==> src/rtl/bru_pkg.sv <==
package bru_pkg;

    typedef enum logic [1:0] {
        BK_NONE = 2'b00,
        BK_EQ   = 2'b01,
        BK_NE   = 2'b10,
        BK_RSVD = 2'b11
    } br_kind_e;

    // Word offsets are turned into byte offsets.
    localparam int BR_SHIFT = 2;

    typedef struct packed {
        logic hit_idex;
        logic hit_exmem_alu;
        logic hit_exmem_load;
        logic hit_memwb;
    } src_hits_t;

    typedef struct packed {
        logic is_branch;
        logic same;
        logic hold;
        logic redirect;
    } verdict_t;

endpackage

==> src/rtl/bru_operand_fwd.sv <==
module bru_operand_fwd
    import bru_pkg::*;
#(
    parameter int XLEN  = 32,
    parameter int REG_W = 5
) (
    input  logic [REG_W-1:0] src_idx,
    input  logic [XLEN-1:0]  rf_val,
    input  logic             idex_wen,
    input  logic [REG_W-1:0] idex_dst,
    input  logic             exmem_wen,
    input  logic             exmem_is_load,
    input  logic [REG_W-1:0] exmem_dst,
    input  logic [XLEN-1:0]  exmem_val,
    input  logic             memwb_wen,
    input  logic [REG_W-1:0] memwb_dst,
    input  logic [XLEN-1:0]  memwb_val,
    output logic [XLEN-1:0]  src_val,
    output logic             src_wait
);

    localparam logic [REG_W-1:0] ZERO_REG = '0;

    src_hits_t   hits_d;
    logic        live_src;

    always_comb begin
        live_src              = (src_idx != ZERO_REG);
        hits_d                = '0;
        hits_d.hit_idex       = live_src && idex_wen && (idex_dst == src_idx);
        hits_d.hit_exmem_alu  = live_src && exmem_wen && !exmem_is_load
                                && (exmem_dst == src_idx);
        hits_d.hit_exmem_load = live_src && exmem_wen && exmem_is_load
                                && (exmem_dst == src_idx);
        hits_d.hit_memwb      = live_src && memwb_wen && (memwb_dst == src_idx);
    end

    // The youngest producer decides: a value still being made forces a wait,
    // otherwise the nearest finished result is taken.
    always_comb begin
        src_wait = hits_d.hit_idex || hits_d.hit_exmem_load;
        if (hits_d.hit_exmem_alu) begin
            src_val = exmem_val;
        end else if (hits_d.hit_memwb) begin
            src_val = memwb_val;
        end else begin
            src_val = rf_val;
        end
    end

endmodule

==> src/rtl/bru_target.sv <==
module bru_target #(
    parameter int XLEN  = 32,
    parameter int SHIFT = 2
) (
    input  logic [XLEN-1:0] next_pc,
    input  logic [XLEN-1:0] offset,
    output logic [XLEN-1:0] target
);

    logic [XLEN-1:0] byte_off_d;

    always_comb begin
        byte_off_d = offset << SHIFT;
        target     = next_pc + byte_off_d;
    end

endmodule

==> src/rtl/id_branch_resolver.sv <==
module id_branch_resolver
    import bru_pkg::*;
#(
    parameter int XLEN  = 32,
    parameter int REG_W = 5
) (
    input  logic             clk,
    input  logic             rst_n,
    input  logic [1:0]       br_kind,
    input  logic [XLEN-1:0]  pc_plus4,
    input  logic [XLEN-1:0]  imm_sext,
    input  logic [REG_W-1:0] rs_idx,
    input  logic [REG_W-1:0] rt_idx,
    input  logic [XLEN-1:0]  rs_rf,
    input  logic [XLEN-1:0]  rt_rf,
    input  logic             idex_wen,
    input  logic [REG_W-1:0] idex_dst,
    input  logic             exmem_wen,
    input  logic             exmem_is_load,
    input  logic [REG_W-1:0] exmem_dst,
    input  logic [XLEN-1:0]  exmem_val,
    input  logic             memwb_wen,
    input  logic [REG_W-1:0] memwb_dst,
    input  logic [XLEN-1:0]  memwb_val,
    output logic             br_taken,
    output logic [XLEN-1:0]  br_target,
    output logic             ifid_flush,
    output logic             id_stall
);

    localparam int NUM_SRC = 2;

    logic [REG_W-1:0]   src_idx [NUM_SRC];
    logic [XLEN-1:0]    src_rf  [NUM_SRC];
    logic [XLEN-1:0]    src_val [NUM_SRC];
    logic [NUM_SRC-1:0] src_wait;

    assign src_idx[0] = rs_idx;
    assign src_idx[1] = rt_idx;
    assign src_rf[0]  = rs_rf;
    assign src_rf[1]  = rt_rf;

    generate
        for (genvar g = 0; g < NUM_SRC; g++) begin : g_src
            bru_operand_fwd #(
                .XLEN  (XLEN),
                .REG_W (REG_W)
            ) u_fwd (
                .src_idx       (src_idx[g]),
                .rf_val        (src_rf[g]),
                .idex_wen      (idex_wen),
                .idex_dst      (idex_dst),
                .exmem_wen     (exmem_wen),
                .exmem_is_load (exmem_is_load),
                .exmem_dst     (exmem_dst),
                .exmem_val     (exmem_val),
                .memwb_wen     (memwb_wen),
                .memwb_dst     (memwb_dst),
                .memwb_val     (memwb_val),
                .src_val       (src_val[g]),
                .src_wait      (src_wait[g])
            );
        end
    endgenerate

    bru_target #(
        .XLEN  (XLEN),
        .SHIFT (BR_SHIFT)
    ) u_tgt (
        .next_pc (pc_plus4),
        .offset  (imm_sext),
        .target  (br_target)
    );

    verdict_t verdict_d;

    always_comb begin
        verdict_d           = '0;
        verdict_d.is_branch = (br_kind == BK_EQ) || (br_kind == BK_NE);
        verdict_d.same      = (src_val[0] == src_val[1]);
        verdict_d.hold      = verdict_d.is_branch && (|src_wait);
        verdict_d.redirect  = verdict_d.is_branch && !verdict_d.hold
                              && (((br_kind == BK_EQ) && verdict_d.same)
                               || ((br_kind == BK_NE) && !verdict_d.same));
    end

    assign br_taken   = verdict_d.redirect;
    assign ifid_flush = verdict_d.redirect;
    assign id_stall   = verdict_d.hold;

endmodule

==> config.mk <==
export PLATFORM = sky130hd
export DESIGN_NAME = id_branch_resolver
export DESIGN_NICKNAME = d
export VERILOG_FILES = /design/src/rtl/bru_pkg.sv /design/src/rtl/bru_operand_fwd.sv /design/src/rtl/bru_target.sv /design/src/rtl/id_branch_resolver.sv
export SDC_FILE = /design/constraint.sdc
export NUM_CORES = 1
export LEC_CHECK = 0
export ABC_AREA = 1
export BUFFER_PORTS_ARGS = -buffer_cell sky130_fd_sc_hd__buf_2
export CAP_MARGIN = 20
export CORE_MARGIN = 2
export CORE_UTILIZATION = 54
export DETAILED_ROUTE_END_ITERATION = 10
export PLACE_DENSITY = 0.95
export SLEW_MARGIN = 20
export SYNTH_ARGS = -nofsm -noshare
export SYNTH_HDL_FRONTEND = slang
export SYNTH_SLANG_ARGS = --single-unit
==> constraint.sdc <==
create_clock -name vclk -period 5.15
set_clock_uncertainty 0.2 [all_clocks]
set_input_delay 0.515 -clock vclk [all_inputs]
set_output_delay 0.515 -clock vclk [all_outputs]
set_load 0.03 [all_outputs]
## After elaboration in Yosys (flattened, before gate mapping)

Cells that the tools add are included.
Widths: inputs -> output; s select.

| storage, ports and cells | value |
|---|---|
| bits in registers | 0 |
| input bits | 225 |
| logic and storage cells | 47 |

| cells by class | value |
|---|---|
| add/sub/neg operators | 1 |
| eq/ne operators | 9 |
| muxes and demuxes | 4 |
| reduce and logical (&&, ||, !) cells | 33 |

Operators with widths:

| kind | number |
|---|---|
| $mux 32 | 4 |
| $add 32x32->32 | 1 |
| $eq 32x32->1 | 1 |
| $eq 5x5->1 | 6 |
| $logic_and 1x1->1 | 23 |
| $reduce_bool 5->1 | 2 |
| $logic_or 1x1->1 | 4 |
| $logic_not 1->1 | 3 |
| $eq 2x1->1 const B | 1 |
| $eq 2x2->1 const B | 1 |
| $reduce_or 2->1 | 1 |

## Logic depth before layout (Yosys ltp)

Gate-level depths: netlist (run 1).

| depth | value |
|---|---|
| depth in word-level cells | 10 |
| depth in mapped cells | 23 |
| gate-level depth less buffers | 22 |

## Hierarchy

From an unflattened synthesis (run 1), not the netlist that was laid out.

| second synthesis, totals | value |
|---|---|
| cells, all modules | 1100 |
| area, all modules | 5361.4 um2 |

Modules (own cells, without submodules):

| module | times used | cells each | area an instance (um2) | sequential area each (um2) |
|---|---|---|---|---|
| bru_operand_fwd | 2 | 271 | 1265.0 | 0.0 |
| bru_target | 1 | 446 | 2262.2 | 0.0 |
| id_branch_resolver | 1 | 112 | 569.3 | 0.0 |

## Worst setup path before layout (run 1)

No wires, ideal clock.

| timing | value |
|---|---|
| path type | input -> output |
| from | input port pc_plus4[2] |
| to | output port br_target[26] |
| arrival time | 2753 ps |
| setup slack | 1682 ps |
| stages | 11 |
| cells stage by stage | ha_1 inv_1 fa_1 o21ai_1 a21oi_1 o21ai_1 a21oi_1 o21bai_1 a21oi_1 o21ai_1 xor2_1 |

| on the way | value |
|---|---|
| longest elaborated chain between the ends | 1 |

Ends and longest elaborated chain:

| what | line | text |
|---|---|---|
| start, declared | id_branch_resolver.sv:10 | `input logic [XLEN-1:0] pc_plus4,` |
| $add 32x32->32 | bru_target.sv:14 | `target = next_pc + byte_off_d;` |
| end, declared | id_branch_resolver.sv:26 | `output logic [XLEN-1:0] br_target,` |

Every way passes these cells.

## Worst setup path after layout (run 1)

| timing | value |
|---|---|
| from | input port rs_idx[4] |
| to | output port br_taken |

| on the way | value |
|---|---|
| longest elaborated chain between the ends | 10 |

Ends and longest elaborated chain:

| what | line | text |
|---|---|---|
| start, declared | id_branch_resolver.sv:12 | `input logic [REG_W-1:0] rs_idx,` |
| $reduce_bool 5->1 | bru_operand_fwd.sv:28 | `live_src = (src_idx != ZERO_REG);` |
| $logic_and 1x1->1 (on tied branches) (2 in series) | bru_operand_fwd.sv:35, bru_operand_fwd.sv:31, bru_operand_fwd.sv:33 |  |
| $mux 32 (tied with other cells) | bru_operand_fwd.sv:44 | `end else if (hits_d.hit_memwb) begin` |
| $mux 32 or $logic_or 1x1->1 (tied branches) | bru_operand_fwd.sv:42, bru_operand_fwd.sv:41 |  |
| $eq 32x32->1 or $reduce_or 2->1 (tied branches) | id_branch_resolver.sv:80, id_branch_resolver.sv:81 |  |
| $logic_not 1->1 or $logic_and 1x1->1 (tied branches) | id_branch_resolver.sv:84, id_branch_resolver.sv:81 |  |
| $logic_and 1x1->1 or $logic_not 1->1 (tied branches) | id_branch_resolver.sv:84, id_branch_resolver.sv:82 |  |
| $logic_or 1x1->1 or $logic_and 1x1->1 (tied branches) | id_branch_resolver.sv:84, id_branch_resolver.sv:82 |  |
| $logic_and 1x1->1 (*) | id_branch_resolver.sv:83 | `&& (((br_kind == BK_EQ) && verdict_d.same)` |
| end, declared | id_branch_resolver.sv:25 | `output logic br_taken,` |

Every way passes the cells marked *; elsewhere a longest branch is shown, timed or not.

==> qor.txt, run 1 <==
Outcome - finished clean
Hold Buf Count CTS - 0
Port Buf Inserts - 252
Synth Instances - 1,131
Worst Setup Slack, final - 1192 ps
Largest net degree at the start of global routing - 82
Chip width - 104.8 um
Hold_ws - 830.0 ps
RSZ-0062 raised after global routing - no
Area leader, netlist - nand2_1
DRT Pass-1 Iters - 5
Seq Cell Count - 0
Grt ovf - 0
Slowest stage cell on the critical path - buf_4
Synth Cell Area - 5483 sq um
Max cap viols - 0
Rows - 36
# DRC - 0
Initial core utilization - 0.5584
Clock network power share - 0
Max_slew headroom - 0.4969
Antenna violations before repair - 3
Max Slew Vio Count - 0
Fmax - 252.7 MHz
Vias - 7,992
Switching Fraction - 0.6444
Seq pwr share - 0
Count leader, synth - nand2_1
Io pins - 260
First DRT Iteration DRCs - 705
Worst setup path class - input pin to primary output
Share of the synthesized area in the top cell type - 0.3478
Postcts setup bufs - 0
WL final - 18,720 um
Slew @ Worst Pin - 754.7 ps
Post-place setup slack - 1232 ps
Crit-path cells - buf_2, inv_2, nand2_1, nand2_1, nand2_1, nor2_4, buf_4, nand3_1, nand2_1, nand2_1, nand2_1, nand2_1, nand2_1, nand2_1, nor2_1, nand2_1, nor2_1, nand2_1, nand2_1, nand2_1, nor2_1, buf_2
Crit end category - primary output
First-pass GRT wire length - 30,060 um
Area delta synth->final - 20.13%
Detailed placement HPWL - 14,720 um
Post_cts resized - 0
Critical-path maximum fanout - 35
Pleak - 4.165 nW
Final period util - 0.7685
Combinational Power Share - 1.000
Final setup TNS - 0 ps
Total power - 0.0006804 W
Gpl congestion - 0.9939
Register area - 0 sq um
Clock buffer cells - 0
Synth cell types - 40
Synth warn - 0
Crit path DAT - 3240 ps
Placed Area - 6579 sq um
GRT Util Overall - 0.3160
VDD IR max - 0.2305 mV
Core area - 9819 sq um
Number of nets in the layout - 1,596
Vias in the first global route - 7,038
Cell area after layout - 6586 sq um
Internal power - 0.0002419 W
Critical Path Source Type - input pin
Share of cells above drive strength 1 - 0.2139
Crit path time final - 3958 ps
Via-to-Cell Ratio - 5.426
Syn_area_per_cell - 4.848 sq um
Setup-failing EPs final - 0
Post-DR wirelength/cell - 12.71 um
Worst EP required - 4430 ps
CP peak stage delay - 490 ps
Post-synth top cells - nand2_1 (508), nand3_1 (186), inv_1 (109)
Most frequent CP cell - nand2_1
Final-report hold violation count - 0
Die ar. - 10,980 sq um
Syn nets - 1,388
ANT nets after route - 0
Psw - 0.0004384 W
Sequential cell area fraction in the yosys report - 0
Worst Hold Class - input pin to primary output
Chip Height - 104.8 um
Largest cells by area after synthesis - nand2_1 (35%), nand3_1 (17%), inv_1 (7.5%), ha_1 (7.1%), o21ai_0 (3.7%)
PwrDens - 103.3 nW/um^2
path summary, 6_finish.rpt:
path | from | to | slack [ps] | depth (start not counted)
setup / recovery | rs_idx[4] | br_taken | 1190 | 22
hold / removal | pc_plus4[1] | br_target[1] | 830 | 0
stage by stage:
step | util | cells
after floorplan | - | 1131
after global placement | 0.6700 | 1470
after detailed placement | 0.6700 | 1470
after CTS | 0.6700 | 1470
after global routing | 0.6707 | 1473
final | 0.6707 | 1473
cell type report:
cell class | instances | area (sq um)
antenna | 3 | 7.507
fill | 949 | 3233
inverter | 123 | 461.7
multi-input combinational | 955 | 4637
tap | 133 | 166.4
timing repair buffer | 259 | 1314
critical path, delay by kind of cell:
kind | cells | cell delay (ps)
buffers and inverters | 4 | 940
AND/OR/NAND/NOR | 18 | 1770
layer usage:
layer	GRT usage	wire length (um)	vias up
li1	-	-	4029
met1	0.3883	7266	3405
met2	0.5566	8841	489
met3	0.04117	1881	69
met4	0.1210	725	0
met5	0	0	-
cells by family after synthesis:
group / after synthesis / share of synthesized area
AO/OA/AOI/OAI: 111 / 0.1125
XOR/XNOR: 36 / 0.05751
adder cells (fa/ha/maj): 32 / 0.07440
buffers and inverters: 176 / 0.1543
AND/OR/NAND/NOR: 776 / 0.6013
layout by cell type (no fill, tap or decap), types with 3 or more instances in the layout:
cell | synthesis | routed
a21o_1 | 3 | 3
a21oi_1 | 32 | 32
a31oi_1 | 3 | 3
buf_2 | 24 | 252
buf_4 | 13 | 7
clkinv_1 | 5 | 5
diode_2 | 0 | 3
ha_1 | 31 | 31
inv_1 | 109 | 109
inv_2 | 9 | 9
nand2_1 | 508 | 508
nand3_1 | 186 | 186
nand3_2 | 9 | 9
nand4_1 | 5 | 5
nor2_1 | 46 | 46
nor2_4 | 4 | 4
nor3_1 | 4 | 4
o21a_1 | 6 | 6
o21ai_0 | 41 | 41
o21ai_1 | 12 | 12
o22ai_1 | 3 | 3
or2_1 | 4 | 4
xnor2_1 | 14 | 14
xor2_1 | 22 | 22
power by group through the flow:
stage / clock network, W / registers [W] / logic, W
after global placement: 0 / 0 / 0.000657
after detailed placement: 0 / 0 / 0.000670
after global routing: 0.0000000000779 / 0 / 0.000749
final: 0.0000000000780 / 0 / 0.000680
after floorplan: 0 / 0 / 0.000458
after CTS: 0 / 0 / 0.000673
Power figures use the tool's default switching activity.
==> run 2, diff against run 1 <==
--- a/config.mk
+++ b/config.mk
@@ -9,7 +9,7 @@
 export BUFFER_PORTS_ARGS = -buffer_cell sky130_fd_sc_hd__buf_2
 export CAP_MARGIN = 20
 export CORE_MARGIN = 2
-export CORE_UTILIZATION = 54
+export CORE_UTILIZATION = 50
 export DETAILED_ROUTE_END_ITERATION = 10
 export PLACE_DENSITY = 0.95
 export SLEW_MARGIN = 20
==> constraint.sdc (replaced) <==
create_clock -name vclk -period 4
set_clock_uncertainty 0.2 [all_clocks]
set_input_delay 0.4 -clock vclk [all_inputs]
set_output_delay 0.4 -clock vclk [all_outputs]
set_load 0.03 [all_outputs]
==> qor.txt, run 2 (same netlist as run 1, synthesis figures left out) <==
Worst EP required - 3400 ps (-1030 ps)
CP peak stage delay - 410 ps (-80 ps)
Hold EP - br_target[0]
Commonest non-fill, non-tap cell in the layout - nand2_1
Die ar. - 11,820 sq um (+7.7%)
PwrDens - 132.0 nW/um^2 (+28%)
Rows - 38 (+5.6%)
Final period util - 0.9057
Outcome - finished clean
First DRT Iteration DRCs - 994 (+41%)
# DRC - 0 (unchanged)
Initial core utilization - 0.5102 (-0.04811)
Area delta synth->final - 22.14%
DRT Pass-1 Iters - 7 (+2)
Combinational Power Share - 1.000 (about the same)
Detailed placement HPWL - 15,620 um (+6.2%)
Clock buffer cells - 0 (unchanged)
Chip width - 108.7 um (+3.8%)
Register area - 0 sq um (unchanged)
Max cap viols - 0 (unchanged)
Vias in the first global route - 7,268 (+3.3%)
Fmax - 276.0 MHz
Hold path startpoint - pc_plus4[0]
Postcts setup bufs - 0 (unchanged)
VDD IR max - 0.1782 mV (-23%)
Internal power - 0.0003154 W (+30%)
Io pins - 260 (unchanged)
Seq Cell Count - 0 (unchanged)
Clock network power share - 0 (unchanged)
Setup-failing EPs final - 0 (unchanged)
Hold path cells - 0 (unchanged)
Crit end category - primary output
Gpl congestion - 1.011 (+1.8%)
Grt ovf - 0 (unchanged)
Port Buf Inserts - 252 (unchanged)
Crit-path cells - buf_2, ha_1, inv_1, fa_1, o21ai_1, a21oi_1, o21ai_2, a21oi_1, o21bai_1, a21oi_1, o21ai_1, xor2_1, buf_2
Largest net degree at the start of global routing - 47 (-43%)
Switching Fraction - 0.6431 (-0.001315)
Most frequent CP cell - a21oi_1
Buf/Inv on CP - 3 (-1)
First-pass GRT wire length - 31,350 um (+4.3%)
Psw - 0.0005684 W (+30%)
Commonest cells after routing, fill and taps aside - nand2_1 (508), buf_2 (252), nand3_1 (186)
Max_slew headroom - 0.6367 (+0.1398)
Final setup TNS - 0 ps (unchanged)
Slew @ Worst Pin - 544.5 ps (-210.1 ps)
Number of nets in the layout - 1,604 (+0.50%)
Via-to-Cell Ratio - 5.447 (+0.40%)
Cell depth of the worst setup path - 13 (-41%)
RSZ-0062 raised after global routing - no
Worst setup path class - input pin to primary output
WL final - 19,460 um (+4.0%)
Final-report hold violation count - 0 (unchanged)
Post-DR wirelength/cell - 13.04 um (+2.6%)
Critical Path Source Type - input pin
Crit path time final - 3623 ps
Crit path DAT - 3020 ps (-220 ps)
Worst Hold Class - input pin to primary output
Share of cells above drive strength 1 - 0.2193 (+0.005419)
Antenna violations before repair - 9 (+6)
Seq pwr share - 0 (unchanged)
ANT nets after route - 0 (unchanged)
Core area - 10,750 sq um (+9.4%)
Hold_ws - 600.2 ps (-229.8 ps)
CP top delay family - compound AO/OA/AOI/OAI gates
Critical-path maximum fanout - 3 (-91%)
GRT Util Overall - 0.3164 (+0.0003500)
Hold Buf Count CTS - 0 (unchanged)
Max Slew Vio Count - 0 (unchanged)
Vias - 8,133 (+1.8%)
Chip Height - 108.7 um (+3.8%)
Slowest stage cell on the critical path - fa_1
Pleak - 4.213 nW (+1.1%)
-- run 2: changes by cell type in the layout (fill, tap and decap cells not counted) --
cell	before	now
buf_4	7	13
diode_2	3	8
buf_12	0	2
o21ai_1	12	11
o21ai_2	0	1
-- run 2: layout make-up --
cell class	instances	area (sq um)
Tap cell	140	175.2
Inverter	123	461.7
Fill cell	1081	4049
Antenna cell	8	20.02
Multi-Input combinational cell	955	4641
Timing Repair Buffer	267	1399
-- run 2: worst max path at each step --
| stage | start | end | slack (ps) |
|---|---|---|---|
| 6_report | imm_sext[0] | br_target[26] | 380 |
| 5_1_grt | imm_sext[0] | br_target[26] | 40 |
| 4_1_cts | imm_sext[0] | br_target[26] | 280 |
| 3_5_place_dp | imm_sext[0] | br_target[26] | 300 |
| 3_3_place_gp | imm_sext[0] | br_target[26] | 530 |
| 2_1_floorplan | pc_plus4[2] | br_target[26] | 760 |
-- run 2: timing repair --
item	in CTS	in global routing
endpoints found under the hold margin	0	0
resized for setup	0	1
endpoints found under the setup margin	0	1
-- run 2: layer usage --
metal | wire length, um | global-route usage
met1 | 7264 | 0.3612
met2 | 9182 | 0.5625
met3 | 1971 | 0.05619
met4 | 1028 | 0.1603
met5 | 13 | 0
-- run 2: power by group through the flow --
stage / sequential, W / combinational (W) / clock [W]
detailed placement: 0 / 0.000868 / 0
global placement: 0 / 0.000850 / 0
global route: 0 / 0.000973 / 0.000000000267
floorplan: 0 / 0.000589 / 0
finish: 0 / 0.000884 / 0.000000000267
CTS: 0 / 0.000873 / 0
-- run 2: through the flow --
step | total power [W] | instances | cell area (sq um) | util | worst slack, ps
after global routing | 0.0009735 | 1493 | 6696 | 0.6232 | 42.80
after CTS | 0.0008734 | 1485 | 6673 | 0.6210 | 284.3
final | 0.0008838 | 1493 | 6696 | 0.6232 | 377.1
after global placement | 0.0008495 | 1485 | 6673 | 0.6210 | 525.3
after floorplan | 0.0005892 | 1131 | 5483 | - | 761.5
after detailed placement | 0.0008683 | 1485 | 6673 | 0.6210 | 304.0
